`config.mk`:
```
export PLATFORM = sky130hd
export DESIGN_NAME = dmairq_top
export DESIGN_NICKNAME = d
export VERILOG_FILES = /design/src/rtl/dmairq_pkg.sv /design/src/rtl/dmairq_cmd_dec.sv /design/src/rtl/dmairq_flags.sv /design/src/rtl/dmairq_arb.sv /design/src/rtl/dmairq_top.sv
export SDC_FILE = /design/constraint.sdc
export NUM_CORES = 1
export LEC_CHECK = 0
export BUFFER_PORTS_ARGS = -buffer_cell sky130_fd_sc_hd__buf_2
export CORE_MARGIN = 2
export CORE_UTILIZATION = 41
export DETAILED_ROUTE_END_ITERATION = 8
export GPL_TIMING_DRIVEN = 0
export PLACE_DENSITY_LB_ADDON = 0.05
export SKIP_CTS_REPAIR_TIMING = 1
export SLEW_MARGIN = 0
export SYNTH_ARGS = -nofsm -noshare
export SYNTH_HDL_FRONTEND = slang
export SYNTH_SLANG_ARGS = --single-unit
```
`constraint.sdc`:
```
create_clock -name clk -period 1.2 [get_ports clk]
set_clock_uncertainty 0.05 [all_clocks]
set_input_delay 0.18 -clock clk [delete_from_list [all_inputs] [get_ports clk]]
set_output_delay 0.18 -clock clk [all_outputs]
set_load 0.01 [all_outputs]
```
`src/rtl/dmairq_pkg.sv`:
```
package dmairq_pkg;
  localparam int NCH = 4;
  localparam int CW  = $clog2(NCH);

  typedef enum logic [1:0] {
    ORD_DEFAULT  = 2'd0,
    ORD_RX_FIRST = 2'd1,
    ORD_B_FIRST  = 2'd2,
    ORD_REVERSE  = 2'd3
  } order_e;

  typedef struct packed {
    logic [NCH-1:0] set_ip;
    logic [NCH-1:0] clr_ip;
    logic [NCH-1:0] set_ius;
    logic [NCH-1:0] clr_ius;
  } cmd_t;

  // channel index holding a given rank (rank 0 = highest priority)
  function automatic logic [CW-1:0] rank_chan(order_e ord, int rank);
    logic [CW-1:0] ch;
    case (ord)
      ORD_RX_FIRST: case (rank)
        0: ch = CW'(3);
        1: ch = CW'(1);
        2: ch = CW'(2);
        default: ch = CW'(0);
      endcase
      ORD_B_FIRST: case (rank)
        0: ch = CW'(1);
        1: ch = CW'(0);
        2: ch = CW'(3);
        default: ch = CW'(2);
      endcase
      ORD_REVERSE: ch = CW'(rank);
      default:     ch = CW'(NCH - 1 - rank);
    endcase
    return ch;
  endfunction
endpackage

```
`src/rtl/dmairq_cmd_dec.sv`:
```
module dmairq_cmd_dec
  import dmairq_pkg::*;
#(
  parameter int N = NCH
) (
  input  logic       wr_en,
  input  logic [7:0] wr_data,
  output cmd_t       cmd
);
  localparam int CODE_LSB = 5;

  logic [2:0]   code;
  logic [N-1:0] mask;
  logic         do_set, do_clr;
  logic         unused_rsv_bit;

  assign code           = wr_data[CODE_LSB +: 3];
  assign mask           = wr_data[N-1:0];
  assign unused_rsv_bit = wr_data[4];
  assign do_set         = wr_en &  code[2];
  assign do_clr         = wr_en & ~code[2];

  always_comb begin
    cmd.set_ip  = (do_set & code[0]) ? mask : '0;
    cmd.clr_ip  = (do_clr & code[0]) ? mask : '0;
    cmd.set_ius = (do_set & code[1]) ? mask : '0;
    cmd.clr_ius = (do_clr & code[1]) ? mask : '0;
  end
endmodule

```
`src/rtl/dmairq_flags.sv`:
```
module dmairq_flags
  import dmairq_pkg::*;
#(
  parameter int N = NCH
) (
  input  logic         clk,
  input  logic         rst_n,
  input  cmd_t         cmd,
  input  logic [N-1:0] evt,
  input  logic [N-1:0] ack_set,
  output logic [N-1:0] ip,
  output logic [N-1:0] ius
);
  for (genvar i = 0; i < N; i++) begin : g_ch
    logic r_ip, r_ius;

    always_ff @(posedge clk or negedge rst_n) begin
      if (!rst_n) begin
        r_ip  <= 1'b0;
        r_ius <= 1'b0;
      end else begin
        // sets are ORed after the clear so an event or acknowledge wins
        r_ip  <= (r_ip  & ~cmd.clr_ip[i])  | cmd.set_ip[i]  | evt[i];
        r_ius <= (r_ius & ~cmd.clr_ius[i]) | cmd.set_ius[i] | ack_set[i];
      end
    end

    assign ip[i]  = r_ip;
    assign ius[i] = r_ius;

    AST_EVT_SETS_IP: assert property (@(posedge clk) disable iff (!rst_n)
      evt[i] |=> ip[i]);
    AST_CLR_IP: assert property (@(posedge clk) disable iff (!rst_n)
      (cmd.clr_ip[i] && !evt[i]) |=> !ip[i]);
    AST_ACK_OVER_CLR: assert property (@(posedge clk) disable iff (!rst_n)
      ack_set[i] |=> ius[i]);
  end
endmodule

```
`src/rtl/dmairq_arb.sv`:
```
module dmairq_arb
  import dmairq_pkg::*;
#(
  parameter int N = NCH
) (
  input  order_e       ord,
  input  logic [N-1:0] elig,
  output logic [N-1:0] win
);
  localparam int W = $clog2(N);

  logic         found;
  logic [W-1:0] ch;

  always_comb begin
    win   = '0;
    found = 1'b0;
    ch    = '0;
    for (int r = 0; r < N; r++) begin
      ch = rank_chan(ord, r);
      if (!found && elig[ch]) begin
        win[ch] = 1'b1;
        found   = 1'b1;
      end
    end
  end
endmodule

```
`src/rtl/dmairq_top.sv`:
```
module dmairq_top
  import dmairq_pkg::*;
(
  input  logic           clk,
  input  logic           rst_n,
  input  logic           wr_en,
  input  logic [7:0]     wr_data,
  output logic [7:0]     rd_data,
  input  logic [NCH-1:0] evt,
  input  logic [NCH-1:0] chan_en,
  input  logic           master_en,
  input  logic [1:0]     prio_sel,
  input  logic           chain_in,
  input  logic           peer_pend,
  input  logic           ack,
  output logic           irq_req,
  output logic           chain_out
);
  cmd_t           cmd;
  logic [NCH-1:0] ip, ius;
  logic [NCH-1:0] pend_en, elig, win, ack_set;
  logic           gates_open;

  dmairq_cmd_dec #(.N(NCH)) u_dec (
    .wr_en   (wr_en),
    .wr_data (wr_data),
    .cmd     (cmd)
  );

  assign pend_en    = ip & chan_en & {NCH{master_en}};
  assign gates_open = chain_in & ~peer_pend;
  assign elig       = pend_en & {NCH{gates_open}};

  dmairq_arb #(.N(NCH)) u_arb (
    .ord  (order_e'(prio_sel)),
    .elig (elig),
    .win  (win)
  );

  assign ack_set = win & {NCH{ack}};

  dmairq_flags #(.N(NCH)) u_flags (
    .clk     (clk),
    .rst_n   (rst_n),
    .cmd     (cmd),
    .evt     (evt),
    .ack_set (ack_set),
    .ip      (ip),
    .ius     (ius)
  );

  assign rd_data   = {ius, ip};
  assign irq_req   = chain_in & (|(pend_en & ~ius));
  assign chain_out = chain_in & ~(|ius) & ~(ack & (|pend_en));

  AST_WIN_ONEHOT: assert property (@(posedge clk) disable iff (!rst_n)
    ack |-> ($onehot0(win) && ((win & ~elig) == '0)));
  AST_ACK_SINGLE: assert property (@(posedge clk) disable iff (!rst_n)
    (ack && !wr_en) |=> ($countones(ius & ~$past(ius)) <= 1));
  AST_IRQ_GATED: assert property (@(posedge clk) disable iff (!rst_n)
    irq_req |-> (chain_in && master_en));
  AST_EO_IUS_LOW: assert property (@(posedge clk) disable iff (!rst_n)
    (|ius) |-> !chain_out);
  AST_RSV_NOCHANGE: assert property (@(posedge clk) disable iff (!rst_n)
    (wr_en && wr_data[7:5] == 3'b100 && evt == '0 && !ack)
      |=> ($stable(ip) && $stable(ius)));
endmodule

```
Yosys cells after proc, flatten, opt, wreduce, memory -nomap -nowiden:

Index checks and enable logic that the tools add are counted.

* magnitude comparators: 8
* equal/unequal tests: 3
* mux-type cells: 31
* bitwise operators: 56
* reductions and logical operators: 14

Operators with widths (count)
* $mux W4: 8
* $and A4 B4 Y4: 5
* $and A1 B1 Y1: 19
* $or A1 B1 Y1: 16
* $pmux W2 S2: 4
* $lt A2 B3 Y1 const B: 4
* $not A1 Y1: 12
* $or A4 B4 Y4: 3
* $reduce_or A4 Y1: 3
* $mux W1: 11
* $bmux W1 S2: 4
* $demux W1 S2: 4
* $ge A2 B1 Y1 const B: 4
* $logic_and A1 B1 Y1: 7
* $eq A2 B2 Y1 const B: 2
* $not A4 Y4: 1
* $logic_not A1 Y1: 3
* $eq A2 B1 Y1 const B: 1
* $reduce_or A2 Y1: 1

* bits in registers: 8
* input bits: 25

Logic depth before layout (Yosys ltp):

Gate-level depths: netlist of the first run.

* depth after elaboration: 17
* gate-level depth with buffers: 4

By module:

Synthesis of the first run repeated with hierarchy kept, for this count alone.

* cell total of the unflattened synthesis: 94
* area, all modules: 754.5 um2

Modules (own cells, without submodules)
* dmairq_flags: instances 1, cells an instance 40, area an instance 360.3 um2, seq. area each 200.2 um2
* dmairq_cmd_dec: instances 1, cells an instance 18, area an instance 172.7 um2, seq. area each 0.0 um2
* dmairq_top: instances 1, cells an instance 23, area an instance 130.1 um2, seq. area each 0.0 um2
* dmairq_arb: instances 1, cells an instance 13, area an instance 91.3 um2, seq. area each 0.0 um2

Least setup slack after synthesis of the first run:

No wires, ideal clock.

* path kind: reg2out
* from: reg u_flags.g_ch[0].r_ip
* to: out chain_out
* arrival: 0.873 ns
* slack: 0.097 ns
* cell stages (with the launch flop): 4
* cells stage by stage: dfrtp_1 -> nand2_1 -> nand4_1 -> a31oi_1

* longest elaborated chain between the ends: 6

Ends and longest elaborated chain
* start: declaration: line dmairq_flags.sv:15 `logic r_ip, r_ius;`
* start signal: assignment: line dmairq_flags.sv:23 `r_ip <= (r_ip & ~cmd.clr_ip[i]) | cmd.set_ip[i] | evt[i];`
* $and A4 B4 Y4 (2 in series): line dmairq_top.sv:30 `assign pend_en = ip & chan_en & {NCH{master_en}};`
* $reduce_or A4 Y1: line dmairq_top.sv:54 `assign chain_out = chain_in & ~(|ius) & ~(ack & (|pend_en));`
* $and A1 B1 Y1: line dmairq_top.sv:54
* $not A1 Y1: line dmairq_top.sv:54
* $and A1 B1 Y1: line dmairq_top.sv:54
* end: declaration: line dmairq_top.sv:17 `output logic chain_out`

No other way between the ends.

Final worst setup path of the first run:

* from: reg u_flags.g_ch[1].r_ip
* to: out irq_req

* longest elaborated chain between the ends: 5

Ends and longest elaborated chain
* start: declaration: line dmairq_flags.sv:15
* start signal: assignment: line dmairq_flags.sv:23
* $and A4 B4 Y4 (2 in series): line dmairq_top.sv:30
* $and A4 B4 Y4: line dmairq_top.sv:53 `assign irq_req = chain_in & (|(pend_en & ~ius));`
* $reduce_or A4 Y1: line dmairq_top.sv:53
* $and A1 B1 Y1: line dmairq_top.sv:53
* end: declaration: line dmairq_top.sv:16 `output logic irq_req,`

No other way between the ends.

==> results.ini, run 1 <==
[run_status]
status = finished, violations left
failed_checks = negative setup slack

[detailed_routing]
vias = 642
final_antenna_net_count = 0
avgViaCountPerCell = 5.31
routedWlPerCell_um = 12.8
route.detailed.drc = 0
drt_wl_total_um = 1550
drt_first_iter_violations = 6
first_pass_iters = 4

[setup_path]
crit_required_ns = 0.97
path_class = flip-flop to output pin
arrival_ns = 1.22
slowest_stage = dfrtp_1
critPathMaxStageDelay_ns = 0.43
cp.buffers_inverters = 1
path_delay_family = flip-flops
start_kind = flip-flop
cp_cell_sequence = nand2_4 -> o22ai_2 -> o211a_1 -> buf_2
crit_fanout = 6
end_kind = output pin

[placement]
place_congestion = 0.786
io_buffers = 31
dp.final_hpwl_um = 1150

[global_route]
grt_pass1_vias = 548
overflow = 0
grt_pass1_wl_um = 2260
antenna_found_initial = 0
grt_use_total_pct = 16.5
grt_max_degree = 9

[sta]
finalHoldViolCount = 0
worst_slew_pin_slew_ns = 0.325
hold_ws_ns = 0.0681
fin_crit_ns = 1.45
setup_ws_ns = -0.252
fmax_ghz = 0.689
fin_crit_sh_pct = 121
finalMaxSlewViolations = 0
relSlewSlack_pct = 78.3
rsz0062_at_grt = true
finalSetupViolCount = 3

[floorplan]
start_util_pct = 44.8
core-area_mm2 = 0.00132
die_w_um = 42.0
io_pins = 35
die_area_mm2 = 0.00176
num_rows = 13
die_y_um = 42.0

[cts]
clock-sinks = 8
insertion_delay_ns = 0.25
cts_buffers = 3
cts_buffer_depth = 2
htreeDepth = 1
cts_tree = built
cts_root_buffer = clkbuf_4
path_clk_slew_ns = 0.05

[power]
power.density_mw_per_mm2 = 987
ir_worst_vdd_v = 0.000708
power_leakage_nw = 0.460

[synthesis]
synth.avg_cell_area_um2 = 8.81
syn_inst = 67
yosysSeqAreaShare_pct = 33.9
synth_nets = 92
synthDistinctLibCells = 21
yosysWarnings = 0
syn_area_um2 = 591
ys_seq_elements = 8

[layout]
syn2layout_area_growth_pct = 50.0
nNetsFinal = 133
mostFrequentLayoutCell = buf_2
antennaDiodeCount = 0
final_util_pct = 67.2
layout-drive-gt1-share_pct = 53.8
final_cell_mix = buf_2, nand3_1, buf_4

[hold_path]
hp-class = input port to flip-flop

[flow_run]
timing.max_cap.violations = 0

==> Yosys cell counts <==
master / number / area share [%]
nand4b_2: 1 / 2.5
o41ai_1: 3 / 4.4
nand3_1: 11 / 9.3
dfrtp_1: 8 / 34
nand2_1: 4 / 2.5
a21oi_1: 2 / 1.7
a21boi_0: 1 / 1.3
nor2_1: 4 / 2.5
o211a_1: 1 / 1.7
a31oi_1: 3 / 3.2
buf_4: 8 / 10
clkbuf_1: 1 / 0.63
buf_2: 1 / 0.85
nand2b_1: 4 / 4.2
nand4_1: 1 / 1.1
nand3b_1: 1 / 1.3
nand2_2: 1 / 1.1
o22ai_1: 2 / 2.1
inv_1: 1 / 0.63
mux2i_1: 8 / 14
o31ai_1: 1 / 1.3
==> metal layers <==
layer  wire, um  vias up  GRT usage [%]  part of all wire, %
li1           -      318              -                    -
met1        658      298           20.1                   42
met2        777       24           27.5                   50
met3        103        2           7.39                  6.6
met4         12        0           1.94                 0.77
met5          0        -              0                    0
==> final cells by class <==
| cell class | instances | area [um^2] |
|---|---|---|
| clock buffer | 3 | 22.5 |
| timing repair buffer | 36 | 195 |
| tap | 15 | 18.8 |
| fill | 127 | 432 |
| inverter | 1 | 3.75 |
| multi-input combinational | 48 | 368 |
| sequential | 8 | 201 |
| buffer | 10 | 76.3 |
==> worst paths after layout <==
check / start / endpoint / slack (ns) / cells after the start
max: u_flags.g_ch[1].r_ip / irq_req / -0.25 / 4
min: evt[2] / u_flags.g_ch[2].r_ip / 0.07 / 2
max reg2reg: u_flags.g_ch[1].r_ip / u_flags.g_ch[1].r_ius / 0.04 / 3
min reg2reg: u_flags.g_ch[2].r_ip / u_flags.g_ch[2].r_ip / 0.53 / 2
max in group asynchronous: rst_n / u_flags.g_ch[2].r_ip / 0.65 / 2
min in group asynchronous: rst_n / u_flags.g_ch[0].r_ius / 0.26 / 2
==> report_power, final <==
group	total, mW	internal [mW]	switching [mW]
Sequential	0.351	0.304	0.0474
Clock	0.194	0.114	0.0805
Combinational	0.329	0.189	0.140
==> metrics by stage <==
stage / worst slack [ns] / total power [mW] / setup TNS [ns] / instances / instance area (um^2)
global placement: -0.0557 / 0.612 / -0.0657 / 113 / 764
global route: -0.304 / 0.936 / -0.762 / 121 / 886
CTS: -0.356 / 0.818 / -0.665 / 116 / 787
floorplan: 0.0968 / 0.505 / 0 / 67 / 591
detailed placement: -0.0792 / 0.618 / -0.114 / 113 / 764
finish: -0.252 / 0.874 / -0.561 / 121 / 886
==> logic make-up after synthesis <==
| family | after synthesis | synth area share (%) |
|---|---|---|
| compound gates | 13 | 15.7 |
| buf+inv | 11 | 12.3 |
| simple gates | 27 | 24.6 |
| mux | 8 | 13.6 |
| flops | 8 | 33.9 |
==> sequential cells by signal, summed over array words and instances (netlist names) <==
signal,cells
u_flags.g_ch.r_ip,4
u_flags.g_ch.r_ius,4
Power figures use the tool's default switching activity.
==> inputs of run 2 (changes only) <==
--- a/config.mk
+++ b/config.mk
@@ -7,7 +7,7 @@
 export LEC_CHECK = 0
 export BUFFER_PORTS_ARGS = -buffer_cell sky130_fd_sc_hd__buf_2
 export CORE_MARGIN = 2
-export CORE_UTILIZATION = 41
+export CORE_UTILIZATION = 45
 export DETAILED_ROUTE_END_ITERATION = 8
 export GPL_TIMING_DRIVEN = 0
 export PLACE_DENSITY_LB_ADDON = 0.05
@@ -15,4 +15,5 @@
 export SLEW_MARGIN = 0
 export SYNTH_ARGS = -nofsm -noshare
 export SYNTH_HDL_FRONTEND = slang
+export SYNTH_HIERARCHICAL = 1
 export SYNTH_SLANG_ARGS = --single-unit
==> run 2 against run 1 <==
  * The flow still finishes with violations (negative setup slack)
  * Sequential power is 4% lower
  * Die area is 15% higher
  * Cell count is 21% higher
  * Final area is 20% higher
  * Worst hold slack better by 0.0093 ns
  * Synthesized cell count is 40% higher
  * Register-to-register slack worse by 0.31 ns
  * Clock power is 3% higher
  * Via count is 24% higher
  * Wire length is 18% higher
  * Largest cell class unchanged
  * Highest routed layer unchanged
==> results.ini, run 2 <==
[flow_run]
timing.max_cap.violations = 0  ; unchanged

[detailed_routing]
first_pass_iters = 4  ; unchanged
avgViaCountPerCell = 5.47  ; was 5.31
vias = 799  ; was 642
final_antenna_net_count = 0  ; unchanged
drt_wl_total_um = 1830  ; was 1550 um
routedWlPerCell_um = 12.5  ; was 12.8 um
route.detailed.drc = 0  ; unchanged
drt_first_iter_violations = 18  ; was 6

[layout]
antennaDiodeCount = 0  ; unchanged
mostFrequentLayoutCell = buf_2  ; unchanged
layout-drive-gt1-share_pct = 50.8  ; was 53.8%
final_cell_mix = buf_2, inv_1  ; was buf_2, nand3_1, buf_4
syn2layout_area_growth_pct = 40.6  ; was 50.0%
top_regs = u_flags/g_ch.r_ip (4), u_flags/g_ch.r_ius (4)  ; was u_flags.g_ch.r_ip (4), u_flags.g_ch.r_ius (4)
nNetsFinal = 157  ; was 133
final_cells = 146  ; was 121
fillers = 135  ; was 127

[placement]
io_buffers = 33  ; was 31
place_congestion = 0.773  ; was 0.786
place_inst = 143  ; was 113
place_worst_setup_slack_ns = -0.379  ; was -0.0792 ns
dp.final_hpwl_um = 1440  ; was 1150 um

[sta]
fin_crit_sh_pct = 126  ; was 121%
worst_slew_pin_slew_ns = 0.400  ; was 0.325 ns
finalMaxSlewViolations = 0  ; unchanged
fmax_ghz = 0.661  ; was 0.689 GHz
relSlewSlack_pct = 73.3  ; was 78.3%
finalHoldViolCount = 0  ; unchanged
fin_crit_ns = 1.51  ; was 1.45 ns
hold_ws_ns = 0.0774  ; was 0.0681 ns
rsz0062_at_grt = true  ; unchanged
finalSetupViolCount = 6  ; was 3
setup_ws_ns = -0.314  ; was -0.252 ns

[synthesis]
ys_seq_elements = 8  ; unchanged
synthDistinctLibCells = 28  ; was 21
syn_inst = 94  ; was 67
yosys.cell_count.top_type = nor2_1  ; was nand3_1
synthTopCellsByCount = nor2_1, inv_1  ; was nand3_1, buf_4, dfrtp_1, mux2i_1
synth.avg_cell_area_um2 = 8.03  ; was 8.81 um^2
yosysWarnings = 6  ; was 0
synth-edff-count = 0  ; unchanged
synth_top_area_share_pct = 26.5  ; was 33.9%
synth_nets = 119  ; was 92
synthArstFlopShare_pct = 100  ; unchanged
ys.flop_type = dfrtp_1  ; unchanged
synth_area_leaders = dfrtp_1, and4b_1, and4_1  ; was dfrtp_1, mux2i_1, buf_4
syn_area_um2 = 754  ; was 591 um^2
yosysSeqAreaShare_pct = 26.5  ; was 33.9%
yosysTopAreaCell = dfrtp_1  ; unchanged

[setup_path]
critPathMaxStageDelay_ns = 0.41  ; was 0.43 ns
slowest_stage = dfrtp_1  ; unchanged
cp_cell_sequence = nor4_2 -> nand2_1 -> a31oi_2 -> buf_2  ; was nand2_4 -> o22ai_2 -> o211a_1 -> buf_2
path_class = flip-flop to output pin  ; unchanged
crit_required_ns = 0.97  ; about the same
crit_fanout = 3  ; was 6
arrival_ns = 1.28  ; was 1.22 ns
end_kind = output pin  ; unchanged
start_kind = flip-flop  ; unchanged

[cts]
cts_buffer_depth = 2  ; unchanged
cts_buffers = 3  ; unchanged
path_clk_slew_ns = 0.05  ; about the same
cts_tree = built  ; unchanged
cts_root_buffer = clkbuf_4  ; unchanged
clock-sinks = 8  ; unchanged
htreeDepth = 1  ; unchanged
insertion_delay_ns = 0.25  ; about the same

[floorplan]
num_rows = 14  ; was 13
io_pins = 35  ; unchanged
die_w_um = 44.9  ; was 42.0 um
die_y_um = 44.9  ; was 42.0 um
core-area_mm2 = 0.00154  ; was 0.00132 mm^2
start_util_pct = 48.9  ; was 44.8%
die_area_mm2 = 0.00202  ; was 0.00176 mm^2

[global_route]
grt_pass1_wl_um = 3080  ; was 2260 um
grt_use_total_pct = 20.5  ; was 16.5%
grt_max_degree = 11  ; was 9
antenna_found_initial = 0  ; unchanged
grt_pass1_vias = 737  ; was 548
overflow = 0  ; unchanged

[power]
ir_worst_vdd_v = 0.000439  ; was 0.000708 V
finalPower_mw = 0.846  ; was 0.874 mW
power.density_mw_per_mm2 = 798  ; was 987 mW/mm^2
power_leakage_nw = 0.542  ; was 0.460 nW

[run_status]
status = finished, violations left  ; unchanged
failed_checks = negative setup slack  ; unchanged

[hold_path]
hp-class = input port to flip-flop  ; unchanged

==> run 2: kinds of logic (layout without fill, tap and decap cells) <==
| kind of cell | after synthesis | after routing | synth area share (%) |
|---|---|---|---|
| buffers and inverters | 20 | 56 | 15.9 |
| AND/OR/NAND/NOR | 46 | 46 | 38.6 |
| flip-flops | 8 | 8 | 26.5 |
| AO/OA/AOI/OAI | 20 | 20 | 18.9 |
==> run 2: worst paths after layout <==
kind                       slack [ns]                     to                  start  depth (start not counted)
max in group asynchronous        0.70  u_flags/g_ch[1].r_ius                  rst_n                          2
setup reg to reg                -0.27  u_flags/g_ch[2].r_ius   u_flags/g_ch[3].r_ip                          9
setup / recovery                -0.31              chain_out  u_flags/g_ch[1].r_ius                          4
min in group asynchronous        0.24   u_flags/g_ch[2].r_ip                  rst_n                          2
hold / removal                   0.08   u_flags/g_ch[1].r_ip                 evt[1]                          3
hold reg to reg                  0.50  u_flags/g_ch[2].r_ius  u_flags/g_ch[2].r_ius                          2
==> run 2: metal layers <==
| metal | routed length [um] | share of wire [%] | up-vias | global-route usage (%) |
|---|---|---|---|---|
| met2 | 872 | 48 | 23 | 34.3 |
| met1 | 853 | 47 | 361 | 27.3 |
| met5 | 0 | 0 | - | 0 |
| met3 | 90 | 4.9 | 2 | 2.40 |
| li1 | - | - | 413 | - |
| met4 | 13 | 0.71 | 0 | 7.06 |
==> run 2: area by class of cell <==
cell class / instances / area (um^2) / area share [%]
plain buffers: 4 / 45.0 / 4.25
clock buffers: 3 / 22.5 / 2.12
inverters: 10 / 37.5 / 3.54
multi-input cells: 66 / 523 / 49.3
flip-flops and latches: 8 / 200 / 18.9
well taps: 16 / 20.0 / 1.89
repair buffers: 39 / 213 / 20.0
==> run 2: report_power, final <==
part	switching, mW	internal, mW	leakage, nW
Combinational	0.152	0.157	0.448
Sequential	0.0353	0.302	0.0802
Clock	0.0862	0.114	0.0138
Total	0.274	0.573	0.542
==> run 2: critical path: cells and delay by family (launching register included) <==
family / cells / cell delay (ns)
AOI/OAI and AO/OA: 1 / 0.13
buffers and inverters: 1 / 0.15
DFF: 1 / 0.41
and+or+nand+nor: 2 / 0.36
==> run 2: per-stage QoR <==
step                      TNS, ns  cell area [um^2]  util [%]
after floorplan            -0.665               817         -
after global placement      -1.48              1000      65.0
after detailed placement    -1.59              1000      65.0
after CTS                   -1.74              1020      66.5
after global routing        -1.87              1060      68.8
final                       -1.36              1060      68.8
==> inputs of run 3 (changes only) <==
--- a/config.mk
+++ b/config.mk
@@ -5,9 +5,10 @@
 export SDC_FILE = /design/constraint.sdc
 export NUM_CORES = 1
 export LEC_CHECK = 0
+export ABC_AREA = 1
 export BUFFER_PORTS_ARGS = -buffer_cell sky130_fd_sc_hd__buf_2
 export CORE_MARGIN = 2
-export CORE_UTILIZATION = 45
+export CORE_UTILIZATION = 48
 export DETAILED_ROUTE_END_ITERATION = 8
 export GPL_TIMING_DRIVEN = 0
 export PLACE_DENSITY_LB_ADDON = 0.05
==> run 3 against run 2 <==
  * The run still ends with negative setup slack left
  * Final area increased by 18%
  * Die area increased by 14%
  * Non-clock buffer count is 1 lower
  * Critical path depth up 10
  * Highest routed layer is now met3
==> results.ini, run 3 <==
[run_status]
status = finished, violations left  ; unchanged
failed_checks = negative setup slack  ; unchanged

[cts]
htreeDepth = 1  ; unchanged
insertion_delay_ns = 0.25  ; about the same
cts_root_buffer = clkbuf_4  ; unchanged
cts_tree = built  ; unchanged
path_clk_slew_ns = 0.05  ; about the same
clock-sinks = 8  ; unchanged
cts_buffers = 3  ; unchanged
cts_buffer_depth = 2  ; unchanged

[layout]
mostFrequentLayoutCell = nand2_1  ; was buf_2
syn2layout_area_growth_pct = 34.1  ; was 40.6%
layout-drive-gt1-share_pct = 38.6  ; was 50.8%
final_cell_mix = nand2_1, nor2_1, buf_2  ; was buf_2, inv_1
nNetsFinal = 224  ; was 157
top_regs = u_flags/g_ch.r_ip (4), u_flags/g_ch.r_ius (4)  ; unchanged
fin_area_mm2 = 0.00125  ; was 0.00106 mm^2
antennaDiodeCount = 0  ; unchanged
fillers = 167  ; was 135
final_util_pct = 70.0  ; was 68.8%

[power]
power_leakage_nw = 0.700  ; was 0.542 nW
sw_frac_of_total_pct = 37.6  ; was 32.3%
combPwrFrac_pct = 41.4  ; was 36.5%
p_sw_mw = 0.355  ; was 0.274 mW
ir_worst_vdd_v = 0.000856  ; was 0.000439 V
seq_power_share_pct = 36.8  ; was 39.8%
power.density_mw_per_mm2 = 755  ; was 798 mW/mm^2
internal-power_mw = 0.588  ; was 0.573 mW
clkPwrFrac_pct = 21.7  ; was 23.7%

[global_route]
grt_max_degree = 10  ; was 11
met3_usage_pct = 7.55  ; was 2.40%
top_usage_layer = met2  ; unchanged
grt_use_total_pct = 20.9  ; was 20.5%
grt_pass1_vias = 878  ; was 737
use_met1_pct = 24.7  ; was 27.3%
antenna_found_initial = 0  ; unchanged
grt_pass1_wl_um = 3390  ; was 3080 um
overflow = 0  ; unchanged
grt.met2_usage_pct = 37.1  ; was 34.3%

[synthesis]
synth-edff-count = 0  ; unchanged
ys_seq_elements = 8  ; unchanged
synth.avg_cell_area_um2 = 5.75  ; was 8.03 um^2
yosysWarnings = 6  ; unchanged
synthTopCellsByCount = nor2_1, nand2_1, inv_1  ; was nor2_1, inv_1
yosys.cell_count.top_type = nor2_1  ; unchanged
synth_area_leaders = dfrtp_1, nor2_1, nand2_1  ; was dfrtp_1, and4b_1, and4_1
syn_inst = 162  ; was 94
synthDistinctLibCells = 16  ; was 28
synthArstFlopShare_pct = 100  ; unchanged
yosysSeqAreaShare_pct = 21.5  ; was 26.5%
syn_area_um2 = 931  ; was 754 um^2
synth_top_area_share_pct = 21.5  ; was 26.5%
ys.flop_type = dfrtp_1  ; unchanged
yosysTopAreaCell = dfrtp_1  ; unchanged
synth_nets = 187  ; was 119

[detailed_routing]
drt_wl_total_um = 2350  ; was 1830 um
vias = 1092  ; was 799
avgViaCountPerCell = 4.92  ; was 5.47
first_pass_iters = 5  ; was 4
route.detailed.drc = 0  ; unchanged
routedWlPerCell_um = 10.6  ; was 12.5 um
final_antenna_net_count = 0  ; unchanged
drt_first_iter_violations = 29  ; was 18

[placement]
placed_area_mm2 = 0.00116  ; was 0.00100 mm^2
io_buffers = 31  ; was 33
dp.final_hpwl_um = 1870  ; was 1440 um
place_congestion = 0.862  ; was 0.773
place_worst_setup_slack_ns = -0.544  ; was -0.379 ns

[floorplan]
start_util_pct = 52.2  ; was 48.9%
num_rows = 15  ; was 14
die_w_um = 48.0  ; was 44.9 um
die_area_mm2 = 0.00231  ; was 0.00202 mm^2
die_y_um = 48.0  ; was 44.9 um
core-area_mm2 = 0.00178  ; was 0.00154 mm^2
io_pins = 35  ; unchanged

[sta]
fmax_ghz = 0.619  ; was 0.661 GHz
setup_ws_ns = -0.416  ; was -0.314 ns
fin_crit_ns = 1.62  ; was 1.51 ns
finalSetupViolCount = 6  ; unchanged
finalHoldViolCount = 0  ; unchanged
finalMaxSlewViolations = 0  ; unchanged
rsz0062_at_grt = true  ; unchanged
worst_slew_pin_slew_ns = 0.333  ; was 0.400 ns
fin_setup_tns_ns = -2.14  ; was -1.36 ns
relSlewSlack_pct = 77.8  ; was 73.3%
fin_crit_sh_pct = 135  ; was 126%

[setup_path]
start_kind = flip-flop  ; unchanged
arrival_ns = 1.76  ; was 1.28 ns
crit_required_ns = 1.35  ; was 0.97 ns
crit_fanout = 4  ; was 3
path_class = flip-flop to flip-flop  ; was flip-flop to output pin
end_kind = flip-flop  ; was output pin

[flow_run]
timing.max_cap.violations = 0  ; unchanged

[hold_path]
hp-class = input port to flip-flop  ; unchanged

-- run 3: changes by cell type in the layout (fill, tap and decap cells not counted), sizes merged, moves of 2 or more --
cell,previous run,this run
nor2,12,43
and4b,8,0
and2,4,0
nand3,1,24
a21boi,3,0
inv,10,32
and4,8,0
o21ai,9,0
nand2,5,36
a21oi,2,0
nand4,1,6
-- run 3: final timing paths --
path | from | to | slack [ns] | cells past startpoint
setup reg to reg | u_flags/g_ch[0].r_ip | u_flags/g_ch[0].r_ius | -0.42 | 14
hold reg to reg | u_flags/g_ch[3].r_ip | u_flags/g_ch[3].r_ip | 0.44 | 2
hold / removal | evt[3] | u_flags/g_ch[3].r_ip | 0.06 | 3
setup / recovery | u_flags/g_ch[0].r_ip | u_flags/g_ch[0].r_ius | -0.42 | 14
max in group asynchronous | rst_n | u_flags/g_ch[1].r_ip | 0.67 | 2
min in group asynchronous | rst_n | u_flags/g_ch[1].r_ius | 0.25 | 2
-- run 3: metal layers --
metal / vias to the layer above / share of wire (%)
li1: 556 / -
met1: 496 / 45
met2: 40 / 49
met3: 0 / 6.3
met4: 0 / 0
met5: - / 0
-- run 3: area by class of cell --
class	instances	area, um^2	area share, %
Timing Repair Buffer	37	203	16.2
Clock buffer	3	22.5	1.80
Inverter	32	120	9.62
Multi-Input combinational cell	112	618	49.5
Buffer	5	52.6	4.21
Sequential cell	8	201	16.1
Tap cell	25	31.3	2.51
-- run 3: logic make-up after synthesis --
kind of cell | count (synthesis) | share of synthesized area [%]
AND/OR/NAND/NOR | 112 | 56.7
buffers and inverters | 42 | 21.8
flip-flops | 8 | 21.5
-- run 3: through the flow --
stage | total power, mW | std cells | hold WS, ns
3_3_place_gp | 0.708 | 218 | -0.0206
6_report | 0.942 | 222 | 0.0607
4_1_cts | 0.930 | 221 | -0.285
2_1_floorplan | 0.591 | 162 | -0.166
3_5_place_dp | 0.721 | 218 | -0.0111
5_1_grt | 1.02 | 222 | 0.0642
-- run 3: critical path, cell delays in order (launching register included) --
cell	delay (ns)
dfrtp_1	0.39
buf_6	0.13
nand3_4	0.09
nor2_4	0.04
inv_2	0.10
nor2_4	0.04
inv_1	0.08
nand3_2	0.10
nor2_4	0.17
nand3_1	0.09
nand3_1	0.09
nand2_1	0.06
inv_1	0.05
nor2_1	0.03
nand2_1	0.05
-- run 3: power groups by stage --
stage / clock, mW / sequential (mW) / combinational (mW)
2_1_floorplan: 0 / 0.322 / 0.270
3_3_place_gp: 0 / 0.328 / 0.380
3_5_place_dp: 0 / 0.329 / 0.392
4_1_cts: 0.212 / 0.325 / 0.394
5_1_grt: 0.235 / 0.352 / 0.434
6_report: 0.205 / 0.347 / 0.391
